===== config.mk =====
export PLATFORM = sky130hd
export DESIGN_NAME = gtmr_top
export DESIGN_NICKNAME = d
export VERILOG_FILES = /design/src/rtl/gtmr_pkg.sv /design/src/rtl/gtmr_prescaler.sv /design/src/rtl/gtmr_counter.sv /design/src/rtl/gtmr_ctrl.sv /design/src/rtl/gtmr_top.sv
export SDC_FILE = /design/constraint.sdc
export NUM_CORES = 1
export LEC_CHECK = 0
export ABC_AREA = 0
export BUFFER_PORTS_ARGS = -buffer_cell sky130_fd_sc_hd__buf_4
export CAP_MARGIN = 25
export CORE_MARGIN = 4
export CORE_UTILIZATION = 52
export CTS_CLUSTER_SIZE = 8
export DETAILED_ROUTE_END_ITERATION = 6
export GPL_TIMING_DRIVEN = 0
export PLACE_DENSITY = 0.77
export SKIP_LAST_GASP = 1
export SYNTH_ARGS = -nofsm -noshare
export SYNTH_HDL_FRONTEND = slang
export SYNTH_HIERARCHICAL = 1
export SYNTH_SLANG_ARGS = --single-unit

===== constraint.sdc =====
create_clock -name clk -period 2.6 [get_ports clk]
set_clock_uncertainty 0.15 [all_clocks]
set_input_delay 0.13 -clock clk [delete_from_list [all_inputs] [get_ports clk]]
set_output_delay 0.13 -clock clk [all_outputs]
set_load 0.005 [all_outputs]

===== src/rtl/gtmr_pkg.sv =====
package gtmr_pkg;
  localparam int unsigned SEL_W = 3;

  // Bit layout of the control/status byte.
  typedef struct packed {
    logic             flag;
    logic             wdog_mode;
    logic             run;
    logic [SEL_W-1:0] sel;
  } ctl_t;

  // Base-2 logarithm of the prescaler ratio chosen by each select code.
  function automatic int unsigned sel_shift(input logic [SEL_W-1:0] sel);
    case (sel)
      3'd0:    return 1;
      3'd1:    return 6;
      3'd2:    return 7;
      3'd3:    return 8;
      3'd4:    return 9;
      3'd5:    return 10;
      3'd6:    return 12;
      default: return 13;
    endcase
  endfunction
endpackage


===== src/rtl/gtmr_prescaler.sv =====
module gtmr_prescaler #(
  parameter int unsigned PSC_W = 13
) (
  input  logic                      clk,
  input  logic                      rst_n,
  input  logic                      run,
  input  logic [gtmr_pkg::SEL_W-1:0] sel,
  output logic                      tick
);
  logic [PSC_W-1:0] psc_q;
  logic [PSC_W-1:0] mask;

  always_comb begin
    mask = '0;
    for (int i = 0; i < PSC_W; i++) begin
      if (i < int'(gtmr_pkg::sel_shift(sel))) mask[i] = 1'b1;
    end
  end

  assign tick = run && ((psc_q & mask) == mask);

  always_ff @(posedge clk) begin
    if (!rst_n)   psc_q <= '0;
    else if (run) psc_q <= psc_q + 1'b1;
    else          psc_q <= '0;
  end
endmodule


===== src/rtl/gtmr_counter.sv =====
module gtmr_counter #(
  parameter int unsigned CNT_W = 8
) (
  input  logic clk,
  input  logic rst_n,
  input  logic run,
  input  logic tick,
  output logic ovf
);
  localparam logic [CNT_W-1:0] CNT_TOP = {CNT_W{1'b1}};
  logic [CNT_W-1:0] cnt_q;

  assign ovf = tick && (cnt_q == CNT_TOP);

  always_ff @(posedge clk) begin
    if (!rst_n)    cnt_q <= '0;
    else if (!run) cnt_q <= '0;
    else if (tick) cnt_q <= cnt_q + 1'b1;
  end
endmodule


===== src/rtl/gtmr_ctrl.sv =====
module gtmr_ctrl #(
  parameter logic [7:0] KEY = 8'hA5
) (
  input  logic             clk,
  input  logic             rst_n,
  input  logic             standby,
  input  logic             bus_wr,
  input  logic             bus_rd,
  input  logic [15:0]      bus_wdata,
  input  logic             ovf,
  output gtmr_pkg::ctl_t   ctl,
  output logic             wdog_pulse
);
  gtmr_pkg::ctl_t ctl_q;
  logic           arm_q;
  logic           wr_ok;

  assign wr_ok = bus_wr && (bus_wdata[15:8] == KEY) && !standby;
  assign ctl   = ctl_q;

  always_ff @(posedge clk) begin
    if (!rst_n) begin
      ctl_q      <= '0;
      arm_q      <= 1'b0;
      wdog_pulse <= 1'b0;
    end else begin
      wdog_pulse <= ovf && ctl_q.wdog_mode;
      if (standby) begin
        ctl_q.flag      <= 1'b0;
        ctl_q.wdog_mode <= 1'b0;
        ctl_q.run       <= 1'b0;
        arm_q           <= 1'b0;
      end else begin
        if (wr_ok) begin
          ctl_q.wdog_mode <= bus_wdata[6];
          ctl_q.run       <= bus_wdata[5];
          ctl_q.sel       <= bus_wdata[2:0];
        end
        if (wr_ok)                      arm_q <= 1'b0;
        else if (bus_rd && ctl_q.flag)  arm_q <= 1'b1;
        if (ovf && !ctl_q.wdog_mode)                 ctl_q.flag <= 1'b1;
        else if (wr_ok && arm_q && !bus_wdata[7])    ctl_q.flag <= 1'b0;
      end
    end
  end
endmodule


===== src/rtl/gtmr_top.sv =====
module gtmr_top #(
  parameter int unsigned CNT_W = 8,
  parameter int unsigned PSC_W = 13,
  parameter logic [7:0]  KEY   = 8'hA5
) (
  input  logic        clk,
  input  logic        rst_n,
  input  logic        standby,
  input  logic        bus_wr,
  input  logic        bus_rd,
  input  logic [15:0] bus_wdata,
  output logic [7:0]  bus_rdata,
  output logic        irq_o,
  output logic        wdog_ovf_o
);
  gtmr_pkg::ctl_t ctl;
  logic tick, ovf;

  gtmr_prescaler #(.PSC_W(PSC_W)) u_psc (
    .clk(clk), .rst_n(rst_n), .run(ctl.run), .sel(ctl.sel), .tick(tick));

  gtmr_counter #(.CNT_W(CNT_W)) u_cnt (
    .clk(clk), .rst_n(rst_n), .run(ctl.run), .tick(tick), .ovf(ovf));

  gtmr_ctrl #(.KEY(KEY)) u_ctrl (
    .clk(clk), .rst_n(rst_n), .standby(standby), .bus_wr(bus_wr),
    .bus_rd(bus_rd), .bus_wdata(bus_wdata), .ovf(ovf), .ctl(ctl),
    .wdog_pulse(wdog_ovf_o));

  assign bus_rdata = {ctl.flag, ctl.wdog_mode, ctl.run, 2'b11, ctl.sel};
  assign irq_o     = ctl.flag && !ctl.wdog_mode;
endmodule


==> metrics.txt <==
result of the run finished clean; Async S/R FF share, synth 0%; clock buffer depth 2; Slew Limit Fails 0; DPL Wire Length 2.135 mm; startpoint kind of the worst setup timing path register; die area 3570 sq um; cells after synthesis 153; first-pass iteration count of the detailed router 4; CP cell instances and4_1 > nand2_1 > a211o_1 > a211oi_1 > buf_4 > nand3_1 > nor3_2 > nor2b_1 > nor3b_1 > a211oi_1; most used cell, CP a211oi_1; antenna violation net count after detailed routing 0; Post-route DRC 0; CTS tree built; Pwr Density 465.8 nW/um^2; area of the mapped netlist 1393 sq um; setup-violating endpoint count in the final report 0; wire length of the first global-routing pass 5.899 mm; htree depth 2; Skew-Pair Late Insertion Delay 320 ps; share of post-route cells with drive strength above 1 23.90%; number of sinks handled by clock tree synthesis 29; final count of hold timing violations 0; min Tclk post-route 2455 ps; via count of the first global-routing pass 1,374; net count of the finished layout 227; number of maximum-capacitance violations 0; RSZ-0062 raised after global routing no; antenna diode count 0; post-detailed-route via-to-cell ratio 5.566; num ports 31; Avg Cell Area, Syn 9.102 sq um; worst hold path type input pin to register; class of the most critical setup path register to register; Placement Rows 18; Worst Hold Margin 21.20 ps; aggregate global-route resource usage 22.27%; signal arrival time at the worst endpoint 2540 ps; cell type of the slowest stage on the worst timing path dfxtp_2; drt wl/cell 14.52 um; fin crit share 94.41%; number of port buffers 26; peak fanout along the critical path 6; pin count of the biggest net entering global routing 12; Worst Reg-to-Reg Cells 10; Detailed Route WL 3.412 mm; critical path data required time 2690 ps; number of buffers created by CTS 5; count of yosys warnings during synthesis 6; cell depth of the worst hold path 3; area added between synthesis and finish 36.03%; Critical Path Max Stage Delay 410 ps; element type at the critical path end register; clock transition at the registers of the reported paths 90 ps; Pwr Total 0.8823 mW; initial drt markers 38; height of the chip 59.75 um; part of the Yosys area used for sequential elements 41.69%; Peak VDD IR 517.5 uV; total congestion overflow after global routing 0; flip-flop and latch count after synthesis 29; Peak Freq 407.4 MHz; Post-Route Setup TNS 0 ps; Initial Utilization 55.21%; final RePlAce weighted congestion 0.7977; core box area 2522 sq um; antenna violations before repair 0; count of unique library cells instantiated by Yosys 37; chip width 59.75 um; most used flip-flop cell after synthesis dfxtp_1; cell at the root of the clock tree clkbuf_4; overall via count from detail_route 1,308; Leakage Power 0.6895 nW; count of flip-flops with a built-in enable after synthesis 0
==> synthesized netlist by cell type (all sizes together) (3+ instances only) <==
library cell	n	area share, %
a21oi	8	2.9
buf	3	1.6
dfxtp	29	42
inv	3	0.81
mux2i	4	2.9
nand2	16	4.3
nand3	5	1.8
nand4	8	5.1
nor2	20	5.4
nor2b	3	1.9
nor3	5	2.6
nor4	3	1.3
o21ai	5	1.8
or3	4	1.8
xnor2	8	5.0
xor2	6	3.8
==> layout make-up <==
cell class | instances | area (sq um)
repair buffers | 43 | 365.4
multi-input cells | 118 | 783.3
clock buffers | 7 | 55.05
flip-flops and latches | 29 | 585.6
well taps | 30 | 37.54
plain buffers | 4 | 26.28
fillers | 167 | 628.1
clock inverters | 1 | 30.03
inverters | 3 | 11.26
==> report_power, final <==
| part | total [mW] | switching, mW | internal [mW] |
|---|---|---|---|
| combinational | 0.0541 | 0.0189 | 0.0352 |
| clock | 0.385 | 0.155 | 0.230 |
| sequential | 0.444 | 0.0000622 | 0.444 |
==> logic make-up after synthesis <==
kind of cell | count (synthesis) | synth area share, %
AO/OA/AOI/OAI | 21 | 9.074
multiplexers | 4 | 2.875
flip-flops | 29 | 41.69
XOR/XNOR | 14 | 8.805
AND/OR/NAND/NOR | 75 | 32.79
buffers and inverters | 7 | 2.695
adder cells (fa/ha/maj) | 2 | 1.797
other | 1 | 0.2693
==> critical path, delay by kind of cell, from the launching register on <==
family,cells,cell delay (ps)
simple gates,6,910
compound gates,3,720
flops,1,410
buf+inv,1,190
==> placed cells by master, fill, tap and decap left out, types with 2 or more instances in the layout <==
cell            n
clkbuf_1        2
dfxtp_2         4
mux2i_1         4
inv_1           3
o21ai_0         5
a21oi_1         8
nand2_1        16
nand4_1         6
o211ai_1        2
dlygate4sd3_1  17
nand3_1         5
xor2_1          6
or3_1           4
nor3_1          3
nor2_1         20
conb_1          2
nor4_1          3
a211oi_1        2
xnor2_1         8
nor2b_1         2
nand2b_1        2
buf_4          29
ha_1            2
clkbuf_4        5
dfxtp_1        25
o31ai_1         2
and3_1          2
==> metrics by stage <==
stage                     cell area, sq um  cells  setup slack (ps)  utilization (%)
after floorplan                       1396    154             336.4                -
after global placement                1629    210             83.31            64.58
after detailed placement              1629    210             67.95            64.58
after CTS                             1884    235             17.35            74.70
after global routing                  1894    235             7.889            75.10
final                                 1894    235             145.4            75.10
==> metal layers <==
layer	GRT usage [%]	share of wire [%]	up-vias
met5	0	0	-
met4	9.494	2.2	0
met3	7.127	5.3	8
met2	40.74	52	40
met1	22.89	41	614
li1	-	-	646
==> registers in the layout, indices dropped and copies added (netlist names) <==
register and count:
u_psc/psc_q 13, u_cnt/cnt_q 8, u_ctrl/ctl 6, u_ctrl/arm_q 1
u_ctrl/wdog_pulse 1
==> what timing repair did <==
| item | in CTS | in global routing |
|---|---|---|
| gates resized for setup | 0 | 5 |
| buffers inserted | 0 | 0 |
| hold buffers | 17 | 0 |
| endpoints found under the hold margin | 7 | 0 |
| setup endpoints to repair | 0 | 1 |
==> path summary, 6_finish.rpt <==
path | start | to | slack, ps
max | u_psc/psc_q[2]$_SDFF_PN0_ | u_ctrl/ctl[5]$_SDFFE_PP0P_ | 150
min | standby | u_ctrl/ctl[5]$_SDFFE_PP0P_ | 20
min reg2reg | u_psc/psc_q[0]$_SDFF_PN0_ | u_psc/psc_q[0]$_SDFF_PN0_ | 340
max reg2reg | u_psc/psc_q[2]$_SDFF_PN0_ | u_ctrl/ctl[5]$_SDFFE_PP0P_ | 150
(Power assumes the default switching activity.)
